[src/rtl/uart_front_pkg.sv]
package uart_front_pkg;

    typedef enum logic [2:0] {
        REG_DATA  = 3'd0,
        REG_IEN   = 3'd1,
        REG_IID   = 3'd2,
        REG_LCTL  = 3'd3,
        REG_MCTL  = 3'd4,
        REG_LSTAT = 3'd5,
        REG_MSTAT = 3'd6,
        REG_DIV   = 3'd7
    } reg_idx_e;

    localparam int NUM_REGS = 8;

    // interrupt enable bits
    localparam int IE_RX = 0;
    localparam int IE_TX = 1;
    localparam int IE_LS = 2;
    localparam int IE_MS = 3;

    // error vector order inside the block: overrun, parity, framing, break
    localparam int ERR_OE = 0;
    localparam int ERR_PE = 1;
    localparam int ERR_FE = 2;
    localparam int ERR_BI = 3;

    localparam logic [2:0] IID_NONE  = 3'b001;
    localparam logic [2:0] IID_LINE  = 3'b110;
    localparam logic [2:0] IID_RXD   = 3'b100;
    localparam logic [2:0] IID_THRE  = 3'b010;
    localparam logic [2:0] IID_MODEM = 3'b000;

    typedef enum logic {TX_EMPTY, TX_PEND} tx_state_e;
    typedef enum logic {RX_EMPTY, RX_FULL} rx_state_e;

endpackage

[src/rtl/uart_tx_hold.sv]
module uart_tx_hold
    import uart_front_pkg::*;
#(
    parameter int DATA_W = 8
) (
    input  logic              clk,
    input  logic              rst_n,
    input  logic              load,
    input  logic [DATA_W-1:0] load_byte,
    input  logic              tx_ready,
    output logic              tx_valid,
    output logic [DATA_W-1:0] tx_byte,
    output logic              tx_empty
);

    tx_state_e   state_q, state_n;
    logic [DATA_W-1:0] byte_q;

    // state register
    always_ff @(posedge clk or negedge rst_n) begin
        if (!rst_n) begin
            state_q <= TX_EMPTY;
            byte_q  <= '0;
        end else begin
            state_q <= state_n;
            if (state_q == TX_EMPTY && load) begin
                byte_q <= load_byte;
            end
        end
    end

    // next state
    always_comb begin
        state_n = state_q;
        unique case (state_q)
            TX_EMPTY: if (load)     state_n = TX_PEND;
            TX_PEND:  if (tx_ready) state_n = TX_EMPTY;
        endcase
    end

    // outputs
    always_comb begin
        tx_valid = (state_q == TX_PEND);
        tx_empty = (state_q == TX_EMPTY);
        tx_byte  = byte_q;
    end

    assert_tx_hold_R4: assert property (@(posedge clk) disable iff (!rst_n)
        (tx_valid && !tx_ready) |=> (tx_valid && $stable(tx_byte)));

    assert_tx_ignore_R5: assert property (@(posedge clk) disable iff (!rst_n)
        (tx_valid && load) |=> $stable(tx_byte));

    assert_tx_launch_R4: assert property (@(posedge clk) disable iff (!rst_n)
        (tx_empty && load) |=> (tx_valid && !tx_empty));

endmodule

[src/rtl/uart_rx_hold.sv]
module uart_rx_hold
    import uart_front_pkg::*;
#(
    parameter int DATA_W = 8
) (
    input  logic              clk,
    input  logic              rst_n,
    input  logic              rx_valid,
    input  logic [DATA_W-1:0] rx_byte,
    input  logic              rx_perr,
    input  logic              rx_ferr,
    input  logic              rx_brk,
    input  logic              take_data,
    input  logic              take_status,
    output logic              rx_ready,
    output logic              data_ready,
    output logic [DATA_W-1:0] hold_byte,
    output logic [3:0]        err_bits
);

    rx_state_e   state_q, state_n;
    logic [DATA_W-1:0] byte_q;
    logic [3:0]  err_q, err_n;
    logic        overrun;

    // state register
    always_ff @(posedge clk or negedge rst_n) begin
        if (!rst_n) begin
            state_q <= RX_EMPTY;
            byte_q  <= '0;
            err_q   <= '0;
        end else begin
            state_q <= state_n;
            err_q   <= err_n;
            if (rx_valid) begin
                byte_q <= rx_byte;
            end
        end
    end

    // next state and sticky error bits
    always_comb begin
        state_n = state_q;
        unique case (state_q)
            RX_EMPTY: if (rx_valid)               state_n = RX_FULL;
            RX_FULL:  if (take_data && !rx_valid) state_n = RX_EMPTY;
        endcase

        overrun = rx_valid && (state_q == RX_FULL) && !take_data;

        err_n = take_status ? 4'b0000 : err_q;
        if (rx_valid) begin
            err_n[ERR_OE] = err_n[ERR_OE] | overrun;
            err_n[ERR_PE] = err_n[ERR_PE] | rx_perr;
            err_n[ERR_FE] = err_n[ERR_FE] | rx_ferr;
            err_n[ERR_BI] = err_n[ERR_BI] | rx_brk;
        end
    end

    // outputs
    always_comb begin
        data_ready = (state_q == RX_FULL);
        rx_ready   = (state_q == RX_EMPTY);
        hold_byte  = byte_q;
        err_bits   = err_q;
    end

    assert_arrive_sets_ready_R6: assert property (@(posedge clk) disable iff (!rst_n)
        rx_valid |=> (data_ready && !rx_ready && hold_byte == $past(rx_byte)));

    assert_read_empties_R6: assert property (@(posedge clk) disable iff (!rst_n)
        (take_data && !rx_valid) |=> !data_ready);

    assert_overrun_flag_R7: assert property (@(posedge clk) disable iff (!rst_n)
        (rx_valid && data_ready && !take_data) |=> err_bits[ERR_OE]);

    assert_status_clear_R8: assert property (@(posedge clk) disable iff (!rst_n)
        (take_status && !rx_valid) |=> (err_bits == 4'b0000));

endmodule

[src/rtl/uart_irq_resolve.sv]
module uart_irq_resolve
    import uart_front_pkg::*;
(
    input  logic [3:0] ien,
    input  logic       err_any,
    input  logic       data_ready,
    input  logic       thr_empty,
    input  logic [3:0] modem_low,
    output logic [2:0] iid,
    output logic       irq
);

    always_comb begin
        if (err_any && ien[IE_LS]) begin
            iid = IID_LINE;
        end else if (data_ready && ien[IE_RX]) begin
            iid = IID_RXD;
        end else if (thr_empty && ien[IE_TX]) begin
            iid = IID_THRE;
        end else if ((|modem_low) && ien[IE_MS]) begin
            iid = IID_MODEM;
        end else begin
            iid = IID_NONE;
        end
        irq = (iid != IID_NONE);
    end

endmodule

[src/rtl/uart_reg_front.sv]
module uart_reg_front
    import uart_front_pkg::*;
#(
    parameter int ADDR_W = 6,
    parameter int BUS_W  = 32,
    parameter int DATA_W = 8,
    parameter int DIV_W  = 16
) (
    input  logic              clk,
    input  logic              rst_n,
    input  logic              bus_sel,
    input  logic              bus_we,
    input  logic [ADDR_W-1:0] bus_addr,
    input  logic [BUS_W-1:0]  bus_wdata,
    output logic [BUS_W-1:0]  bus_rdata,
    output logic              irq,
    output logic              tx_valid,
    input  logic              tx_ready,
    output logic [DATA_W-1:0] tx_byte,
    input  logic              rx_valid,
    output logic              rx_ready,
    input  logic [DATA_W-1:0] rx_byte,
    input  logic              rx_perr,
    input  logic              rx_ferr,
    input  logic              rx_brk
);

    localparam int IDX_W = ADDR_W - 2;

    logic [IDX_W-1:0]    idx;
    logic                idx_known;
    logic [NUM_REGS-1:0] wr_sel, rd_sel;

    logic [3:0]        ien_q;
    logic [DATA_W-1:0] lctl_q, mctl_q, msr_q;
    logic [DIV_W-1:0]  div_q;
    logic [BUS_W-1:0]  rdata_q, rd_value;

    logic              data_ready, tx_empty;
    logic [DATA_W-1:0] hold_byte;
    logic [3:0]        rx_err;
    logic [2:0]        iid;
    logic [7:0]        lstat;
    logic              unused_bits;

    assign idx         = bus_addr[ADDR_W-1:2];
    assign idx_known   = (32'(idx) < 32'(NUM_REGS));
    assign unused_bits = ^{bus_addr[1:0], bus_wdata[BUS_W-1:DIV_W]};

    for (genvar k = 0; k < NUM_REGS; k++) begin : g_decode
        assign wr_sel[k] = bus_sel &&  bus_we && (idx == IDX_W'(k));
        assign rd_sel[k] = bus_sel && !bus_we && (idx == IDX_W'(k));
    end

    uart_tx_hold #(.DATA_W(DATA_W)) u_tx (
        .clk       (clk),
        .rst_n     (rst_n),
        .load      (wr_sel[REG_DATA]),
        .load_byte (bus_wdata[DATA_W-1:0]),
        .tx_ready  (tx_ready),
        .tx_valid  (tx_valid),
        .tx_byte   (tx_byte),
        .tx_empty  (tx_empty)
    );

    uart_rx_hold #(.DATA_W(DATA_W)) u_rx (
        .clk         (clk),
        .rst_n       (rst_n),
        .rx_valid    (rx_valid),
        .rx_byte     (rx_byte),
        .rx_perr     (rx_perr),
        .rx_ferr     (rx_ferr),
        .rx_brk      (rx_brk),
        .take_data   (rd_sel[REG_DATA]),
        .take_status (rd_sel[REG_LSTAT]),
        .rx_ready    (rx_ready),
        .data_ready  (data_ready),
        .hold_byte   (hold_byte),
        .err_bits    (rx_err)
    );

    uart_irq_resolve u_irq (
        .ien        (ien_q),
        .err_any    (|rx_err),
        .data_ready (data_ready),
        .thr_empty  (tx_empty),
        .modem_low  (msr_q[3:0]),
        .iid        (iid),
        .irq        (irq)
    );

    // plain storage registers
    always_ff @(posedge clk or negedge rst_n) begin
        if (!rst_n) begin
            ien_q  <= '0;
            lctl_q <= '0;
            mctl_q <= '0;
            msr_q  <= '0;
            div_q  <= '0;
        end else begin
            if (wr_sel[REG_IEN])   ien_q  <= bus_wdata[3:0];
            if (wr_sel[REG_LCTL])  lctl_q <= bus_wdata[DATA_W-1:0];
            if (wr_sel[REG_MCTL])  mctl_q <= bus_wdata[DATA_W-1:0];
            if (wr_sel[REG_MSTAT]) msr_q  <= bus_wdata[DATA_W-1:0];
            if (wr_sel[REG_DIV])   div_q  <= bus_wdata[DIV_W-1:0];
        end
    end

    assign lstat = {1'b0, tx_empty, tx_empty, rx_err[ERR_BI], rx_err[ERR_FE],
                    rx_err[ERR_PE], rx_err[ERR_OE], data_ready};

    // read multiplexer
    always_comb begin
        rd_value = '0;
        if (idx_known) begin
            unique case (reg_idx_e'(idx[2:0]))
                REG_DATA:  rd_value[DATA_W-1:0] = hold_byte;
                REG_IEN:   rd_value[3:0]        = ien_q;
                REG_IID:   rd_value[2:0]        = iid;
                REG_LCTL:  rd_value[DATA_W-1:0] = lctl_q;
                REG_MCTL:  rd_value[DATA_W-1:0] = mctl_q;
                REG_LSTAT: rd_value[7:0]        = lstat;
                REG_MSTAT: rd_value[DATA_W-1:0] = msr_q;
                REG_DIV:   rd_value[DIV_W-1:0]  = div_q;
            endcase
        end
    end

    always_ff @(posedge clk or negedge rst_n) begin
        if (!rst_n) begin
            rdata_q <= '0;
        end else if (bus_sel && !bus_we) begin
            rdata_q <= rd_value;
        end
    end

    assign bus_rdata = rdata_q;

    assert_line_priority_R9: assert property (@(posedge clk) disable iff (!rst_n)
        ((|rx_err) && ien_q[IE_LS]) |-> (iid == IID_LINE && irq));

    assert_modem_lowest_R9: assert property (@(posedge clk) disable iff (!rst_n)
        (iid == IID_MODEM) |-> (ien_q[IE_MS] && !(data_ready && ien_q[IE_RX])
                                && !(tx_empty && ien_q[IE_TX])));

    assert_unknown_quiet_R3: assert property (@(posedge clk) disable iff (!rst_n)
        (bus_sel && bus_we && !idx_known) |=> ($stable(ien_q) && $stable(div_q)
            && $stable(msr_q) && $stable(lctl_q) && $stable(mctl_q) && $stable(tx_valid)));

    assert_idle_line_R10: assert property (@(posedge clk) disable iff (!rst_n)
        (ien_q == 4'b0000) |-> !irq);

endmodule

[config.mk]
export PLATFORM = sky130hd
export DESIGN_NAME = uart_reg_front
export DESIGN_NICKNAME = d
export VERILOG_FILES = /design/src/rtl/uart_front_pkg.sv /design/src/rtl/uart_tx_hold.sv /design/src/rtl/uart_rx_hold.sv /design/src/rtl/uart_irq_resolve.sv /design/src/rtl/uart_reg_front.sv
export SDC_FILE = /design/constraint.sdc
export NUM_CORES = 1
export LEC_CHECK = 0
export ABC_CLOCK_PERIOD_IN_PS = 1400
export BUFFER_PORTS_ARGS = -buffer_cell sky130_fd_sc_hd__buf_2
export CAP_MARGIN = 20
export CORE_MARGIN = 2
export CORE_UTILIZATION = 45
export CTS_CLUSTER_DIAMETER = 50
export DETAILED_ROUTE_END_ITERATION = 10
export GPL_ROUTABILITY_DRIVEN = 0
export GPL_TIMING_DRIVEN = 0
export PLACE_DENSITY_LB_ADDON = 0.08
export SETUP_SLACK_MARGIN = 0.02
export SLEW_MARGIN = 5
export SYNTH_ARGS = -nofsm -noshare
export SYNTH_HDL_FRONTEND = slang
export SYNTH_SLANG_ARGS = --single-unit
[constraint.sdc]
create_clock -name clk -period 1.4 [get_ports clk]
set_input_delay 0.21 -clock clk [delete_from_list [all_inputs] [get_ports clk]]
set_output_delay 0.21 -clock clk [all_outputs]
set_load 0.02 [all_outputs]
* After elaboration in Yosys (flattened, before gate mapping) *
Index checks and enable logic that the tools add are counted.

word-level totals
  output and inout bits = 43
  bits in registers = 82
  input port bits = 55

cells by class
  bitwise gates (word level) = 6
  reductions and logical operators = 25
  $lt $le $gt $ge = 1
  eq/ne operators = 14
  multiplexer cells = 17

operator list
  cell                                                                      count
  3-bit case mux with 8 select lines                                        1
  4-bit case mux with 6 select lines                                        1
  1-bit logical AND                                                         18
  4-bit by 3-bit == test with 1-bit output (second input constant)          4
  16-bit two-way mux                                                        1
  3-bit == test (second input constant)                                     4
  3-bit two-way mux                                                         3
  4-bit two-way mux                                                         2
  8-bit two-way mux                                                         1
  4-bit OR reduction                                                        2
  1-bit case mux with 7 select lines                                        1
  3-bit by 2-bit == test with 1-bit output (second input constant)          2
  1-bit two-way mux                                                         5
  4-bit by 1-bit == test with 1-bit output (second input constant)          1
  4-bit by 2-bit == test with 1-bit output (second input constant)          1
  4-bit zero test                                                           1
  4-bit less-than comparator (second input constant)                        1
  1-bit OR                                                                  4
  1-bit case mux with 2 select lines                                        2
  3-bit by 1-bit == test with 1-bit output (second input constant)          1
  1-bit zero test                                                           3
  3-bit zero test                                                           1
  3-bit by 1-bit inequality test with 1-bit output (second input constant)  1
  1-bit NOT                                                                 2

* Longest topological paths before layout *
Gate-level depths: netlist of the first run.

  depth after elaboration = 8
  gate-level depth with buffers = 7

* Modules after synthesis *
Synthesis of the first run repeated with hierarchy kept, for this count alone.

second synthesis, totals
  cell total of the unflattened synthesis = 302
  area total of the unflattened synthesis = 3852.4 µm²

modules (own cells, without submodules)
  module            area each (µm²)  instances  cells an instance
  uart_reg_front    2911.5           1          237
  uart_rx_hold      510.5            1          36
  uart_tx_hold      374.1            1          21
  uart_irq_resolve  56.3             1          8

* Worst setup path after synthesis of the first run *
Ideal clock, no wire load.

  path kind = input to register
  start = input bus_addr[2]
  end = register u_tx.byte_q[0], in the netlist u_tx.tx_byte[0]
  slack = -0.110 ns
  library setup time = 0.125 ns
  stages = 5
  arrival time = 1.385 ns
  path buffers = 1
  required time = 1.275 ns
  path through = buf_4 -> nor2_4 -> nand2_2 -> nor4_4 -> mux2_2

between the ends
  longest elaborated chain between the ends = 3

RTL lines
  what                  line                  RTL
  start, declared       uart_reg_front.sv:13  input logic [ADDR_W-1:0] bus_addr,
  4-bit zero test       uart_reg_front.sv:51  assign wr_sel[k] = bus_sel && bus_we && (idx == IDX_W'(k));
  1-bit logical AND     uart_reg_front.sv:51
  1-bit logical AND     uart_tx_hold.sv:26    if (state_q == TX_EMPTY && load) begin
  end signal, assigned  uart_tx_hold.sv:27    byte_q <= load_byte;
  end, declared         uart_tx_hold.sv:17    logic [DATA_W-1:0] byte_q;

No other way between the ends.
A chain may end at the register's enable or synchronous reset.

* Final worst setup path of the first run *
  start = register u_rx.err_q[0], in the netlist u_rx.err_bits[0]
  end = output irq

between the ends
  longest elaborated chain between the ends = 4

RTL lines
  what                                              line                    RTL
  start, declared                                   uart_rx_hold.sv:23      logic [3:0] err_q, err_n;
  start signal, assigned                            uart_rx_hold.sv:34      err_q <= err_n;
  4-bit OR reduction                                uart_reg_front.sv:84    .err_any (|rx_err),
  1-bit logical AND                                 uart_irq_resolve.sv:14  if (err_any && ien[IE_LS]) begin
  3-bit two-way mux                                 uart_irq_resolve.sv:14
  3-bit by 1-bit inequality test with 1-bit output  uart_irq_resolve.sv:25  irq = (iid != IID_NONE);
  end, declared                                     uart_reg_front.sv:16    output logic irq,

No other way between the ends.

==> results of run 1 <==
critical path: cells and delay by family (launching register included):
kind,cells,cell delay [ns]
AOI/OAI and AO/OA,1,0.45
buffers and inverters,1,0.20
DFF,1,0.41
and+or+nand+nor,1,0.25
cells in the mapped netlist, types with 2 or more instances:
cell type,number,area share (%)
dfrtp_1,82,54
mux2i_1,6,1.6
inv_1,4,0.39
a32o_1,4,1.0
or4_1,2,0.39
nand2_1,7,0.69
o221ai_1,3,0.69
a22o_1,12,2.8
mux2_4,8,3.1
nor2b_1,2,0.33
buf_6,2,0.59
buf_4,18,3.5
nand2b_1,2,0.33
and3_1,2,0.33
nor2_1,2,0.20
buf_2,7,0.92
mux2_2,58,17
nand3_1,3,0.39
a221oi_1,2,0.46
o21ai_0,7,0.92
a221o_1,6,1.6
a21oi_1,5,0.66
clkbuf_1,6,0.59
a31oi_1,2,0.33
sequential cells by signal (all words and copies together), names as in the netlist:
signal and count:
u_tx.tx_valid 1, ien_q 4, mctl_q 8, u_rx.data_ready 1, u_rx.err_bits 4, lctl_q 8, u_rx.hold_byte 8, bus_rdata 16
div_q 16, u_tx.tx_byte 8, msr_q 8
layer usage:
metal,GRT usage [%],routed length (um)
met1,28.5,4120
met2,28.0,3830
met3,3.60,519
met4,6.90,96
met5,0,0
kinds of logic after synthesis:
| group | Yosys count | share of synthesized area [%] |
|---|---|---|
| flip-flops | 82 | 53.8 |
| multiplexers | 73 | 22.4 |
| AO/OA/AOI/OAI | 52 | 10.8 |
| buffers and inverters | 38 | 6.13 |
| AND/OR/NAND/NOR | 34 | 6.53 |
| XOR/XNOR | 1 | 0.230 |
| other | 1 | 0.0983 |
what timing repair did:
| action | 4_1_cts | 5_1_grt |
|---|---|---|
| resized for setup | 3 | 16 |
| buffers inserted | 6 | 5 |
| pin swaps | 2 | 5 |
| setup endpoints to repair | 11 | 23 |
| hold buffers | 1 | 0 |
| cloned | 0 | 1 |
| hold endpoints to repair | 38 | 0 |
final timing paths:
check                                           startpoint                          to  slack [ns]  cells past startpoint
worst min-delay path                              tx_ready     u_tx.tx_valid$_DFF_PN0_        0.03                      2
min in group asynchronous                            rst_n  u_rx.err_bits[1]$_DFF_PN0_        0.40                      2
worst max register to register  u_rx.err_bits[0]$_DFF_PN0_    bus_rdata[0]$_DFFE_PN0P_       -0.15                      5
worst min register to register       div_q[10]$_DFFE_PN0P_   bus_rdata[10]$_DFFE_PN0P_        0.49                      1
worst max-delay path            u_rx.err_bits[0]$_DFF_PN0_                         irq       -0.45                      3
max in group asynchronous                            rst_n        div_q[4]$_DFFE_PN0P_        0.41                      3
area by class of cell:
cell class	count	share of cell area, %
clock buffers	12	3.04
multi-input cells	176	34.7
clock inverters	4	1.60
plain buffers	32	4.80
flip-flops and latches	82	43.1
well taps	105	2.76
inverters	5	0.446
repair buffers	73	9.55
power breakdown:
| part | switching, W | internal, W | leakage (nW) |
|---|---|---|---|
| Sequential | 0.000220 | 0.00272 | 1.03 |
| Clock | 0.000830 | 0.00106 | 0.107 |
| Combinational | 0.000560 | 0.000618 | 1.17 |
stage by stage:
step,setup TNS [ns],hold WS (ns)
floorplan,-1.04,-0.0856
global placement,-58.01,0.376
detailed placement,-16.07,0.221
CTS,-0.537,0.0196
global route,-0.701,0.0322
finish,-0.618,0.0279
==> summary.txt, run 1 <==
Outcome
  • Outcome: finished with violations
  • Failing checks: setup timing

Yosys
  • Post-Syn Area per Cell: 13.6 um^2
  • Distinct cells, synth: 53
  • Post-Synthesis Cells: 281
  • Ys async rst share: 100%
  • Post-synth EDFFs: 0
  • Main synth FF type: dfrtp_1
  • Sequential element share of the synthesized area: 53.8%
  • Synthesized area: 3810 um^2
  • Seq cells post-synth: 82
  • Warnings, synthesis: 0

STA
  • Worst Tran Pin Value: 0.557 ns
  • RSZ-0062 raised after global routing: yes
  • Max Transition Viols Final: 0
  • Final Setup Violations: 3
  • Fin crit period: 1.85 ns
  • Max frequency: 540 MHz
  • Number of hold violations in the final report: 0
  • Setup WS post-layout: -0.451 ns
  • Worst slew margin: 62.8%
  • Worst Clk Skew: 0.0112 ns
  • Period utilization: 132%

Floorplanning
  • Num rows: 33
  • DIE HEIGHT: 96.1 um
  • IO Pins: 98
  • Initial Util: 46.4%
  • Total core area: 8220 um^2
  • Die area: 9230 um^2
  • Die X: 96.1 um

Cells and area
  • Post-route cell area: 4770 um^2
  • Area occupied by multi-input gates: 1660 um^2
  • Ant diodes: 0
  • Layout cells sized above 1: 51.8%
  • Final Net Count: 434
  • Area added between synthesis and finish: 25.0%
  • Finished Layout Cells: 489
  • Register Area: 2050 um^2
  • Commonest non-fill, non-tap cell in the layout: dfrtp_1
  • Fillers: 716
  • Most frequent cells in the layout: 81 x dfrtp_1, 62 x buf_2, 57 x mux2_2, 26 x buf_4, 16 x conb_1
  • Post-layout util: 58.0%

Routing
  • Vias per std cell: 5.24
  • Number of detailed-route iterations in the first pass: 4
  • Routed WL per cell: 17.5 um
  • Via count: 2563
  • Post-DRT Antenna Nets: 0
  • Residual DRC: 0
  • DRT iter0 DRCs: 125
  • Post-Route WL: 8.56 mm

Critical path
  • Startpoint Class: flip-flop
  • CP Data Required Time: 1.19 ns
  • Kind of critical path: flip-flop to output port
  • Crit path cell chain: o41a_1, nand4b_1, buf_4
  • Critical Path Max Stage Delay: 0.45 ns
  • CP max FO: 2
  • Crit-path slowest cell: o41a_1
  • Crit end category: output port
  • Crit path DAT: 1.64 ns

Clock tree
  • Root Buffer: clkbuf_8
  • CTS Buf Count: 9
  • Clock transition at path regs: 0.08 ns
  • Clock Path Buffers: 2
  • CTS Sinks: 82
  • TritonCTS clock tree: yes
  • Later-pin clock latency in the skew report: 0.34 ns
  • Htree depth: 3

Place
  • IO buf count: 61
  • Dpl ws: -0.586 ns
  • Detailed placement HPWL: 5.95 mm
  • Placed instance count: 463
  • Placed cell area: 4370 um^2

Global route
  • Largest net degree at the start of global routing: 45
  • Total Routing Usage GR: 19.2%
  • GRT Residual Overflow: 0
  • Initial antenna violation count: 0
  • First-pass GRT wire length: 13.0 mm
  • Vias in the first global route: 2453

Worst hold path
  • Worst Hold Class: input pin to flip-flop

Pwr
  • Final Total Pwr: 0.00601 W
  • Pwr dens: 1260 nW/um^2
  • Leakage: 2.31 nW
  • VDD IR max: 0.523 mV

Job
  • MaxCap Viol Count: 0
No activity file was read; power rests on OpenSTA's default activity.
==> run 2, diff against run 1 <==
CORE_ASPECT_RATIO = 1.25   (was not set)
MAX_ROUTING_LAYER = met4   (was not set)
==> summary.txt, run 2 (synthesis results as in run 1) <==
Outcome
  • Outcome: finished with violations
  • Failing checks: setup timing

Critical path
  • R2R cell count: 5
  • Crit end category: output port
  • Reg2reg start: u_rx.err_bits[1]$_DFF_PN0_
  • Kind of critical path: flip-flop to output port
  • Startpoint Class: flip-flop
  • R2R setup slack: -0.11 ns
  • CP Data Required Time: 1.19 ns
  • RR Endpoint: bus_rdata[0]$_DFFE_PN0P_
  • Crit path DAT: 1.62 ns
  • CP max FO: 2

Place
  • Detailed placement HPWL: 6.20 mm
  • Dpl ws: -0.611 ns
  • IO buf count: 61
  • Placed cell area: 4360 um^2

Floorplanning
  • Die X: 86.4 um
  • Die area: 9230 um^2
  • Initial Util: 46.3%
  • Num rows: 37
  • IO Pins: 98
  • Total core area: 8240 um^2
  • DIE HEIGHT: 107 um

STA
  • Worst slew margin: 53.0%
  • Hold WS: 0.0105 ns
  • RSZ-0062 raised after global routing: yes
  • Worst Tran Pin Value: 0.706 ns
  • Max frequency: 546 MHz
  • Max Transition Viols Final: 0
  • Period utilization: 131%
  • Fin crit period: 1.83 ns
  • Setup_tns: -0.652 ns
  • Number of hold violations in the final report: 0
  • Worst Clk Skew: 0.00952 ns
  • Final Setup Violations: 4
  • Setup WS post-layout: -0.430 ns

Cells and area
  • Commonest non-fill, non-tap cell in the layout: dfrtp_1
  • Layout cells sized above 1: 50.9%
  • Area occupied by multi-input gates: 1640 um^2
  • Ant diodes: 0
  • Area added between synthesis and finish: 22.9%
  • Post-layout util: 56.9%
  • Final Net Count: 433
  • Register Area: 2050 um^2
  • Post-route cell area: 4690 um^2
  • Fillers: 706
  • Most frequent cells in the layout: 81 x dfrtp_1, 64 x buf_2, 57 x mux2_2, 24 x buf_4, 16 x conb_1

Routing
  • DRT iter0 DRCs: 106
  • Number of detailed-route iterations in the first pass: 4
  • Via count: 2567
  • Routed WL per cell: 17.8 um
  • Vias per std cell: 5.35
  • Post-DRT Antenna Nets: 0
  • Residual DRC: 0
  • Post-Route WL: 8.55 mm

Global route
  • First-pass GRT wire length: 13.6 mm
  • Initial antenna violation count: 0
  • Largest net degree at the start of global routing: 47
  • Total Routing Usage GR: 19.9%
  • Vias in the first global route: 2613
  • GRT Residual Overflow: 0

Pwr
  • Pwr dens: 1240 nW/um^2
  • Leakage: 2.28 nW
  • VDD IR max: 0.629 mV

Worst hold path
  • Hold Path Depth: 2
  • Worst Hold Class: input pin to flip-flop
  • HP Start: tx_ready
  • Worst min-delay path endpoint: u_tx.tx_valid$_DFF_PN0_

Clock tree
  • CTS Sinks: 82
  • CTS Buf Count: 9
  • Clock transition at path regs: 0.08 ns
  • Later-pin clock latency in the skew report: 0.36 ns
  • TritonCTS clock tree: yes
  • Clock Path Buffers: 2
  • Htree depth: 3
  • Root Buffer: clkbuf_8

Job
  • MaxCap Viol Count: 0
[run 2: changes by cell type in the layout (fill, tap and decap cells not counted), sizes merged]
cell and change:
clkbuf -5, buf +2, clkinv +2, bufinv -1
clkinvlp +1
[run 2: metrics by stage]
step,total power (W),instances
after floorplan,0.00369,296
after global placement,0.00403,454
after detailed placement,0.00408,455
after CTS,0.00581,479
after global routing,0.00610,480
final,0.00580,480
[run 2: worst max-delay path: stages (launching register included)]
cell,delay [ns]
dfrtp_1,0.41
o41a_1,0.43
nand4b_1,0.23
buf_4,0.20
[run 2: report_power, final]
part,switching [W],internal (W),leakage (nW)
registers,0.000208,0.00272,1.03
clock network,0.000863,0.000827,0.0925
logic,0.000561,0.000622,1.15
[run 2: repair_timing]
action / CTS / global route
hold endpoints to repair: 36 / 0
buffers inserted: 7 / 1
gates resized for setup: 2 / 8
hold buffers: 1 / 0
pin swaps: 2 / 2
endpoints found under the setup margin: 11 / 16
[run 2: how the worst max path moves through the flow]
stage | to | from
floorplan | bus_rdata[0]$_DFFE_PN0P_ | u_rx.err_bits[2]$_DFF_PN0_
global placement | u_tx.tx_valid$_DFF_PN0_ | rst_n
detailed placement | u_tx.tx_byte[6]$_DFFE_PN0P_ | bus_addr[4]
CTS | irq | u_rx.err_bits[1]$_DFF_PN0_
global route | irq | u_rx.err_bits[0]$_DFF_PN0_
finish | irq | u_rx.err_bits[1]$_DFF_PN0_
[run 2: layout make-up]
class                   instances  area share, %
flip-flops and latches         82           43.8
multi-input cells             176           34.9
repair buffers                 71           9.05
plain buffers                  33           5.04
clock buffers                  10           2.72
well taps                      97           2.59
clock inverters                 6           1.44
inverters                       5          0.454
[run 2: layer usage]
layer / track usage [%] / vias to the layer above / part of all wire, %
li1: - / 1205 / -
met1: 26.2 / 1267 / 45
met2: 29.6 / 77 / 47
met3: 5.08 / 18 / 5.3
met4: 7.81 / 0 / 2.7
met5: - / - / 0
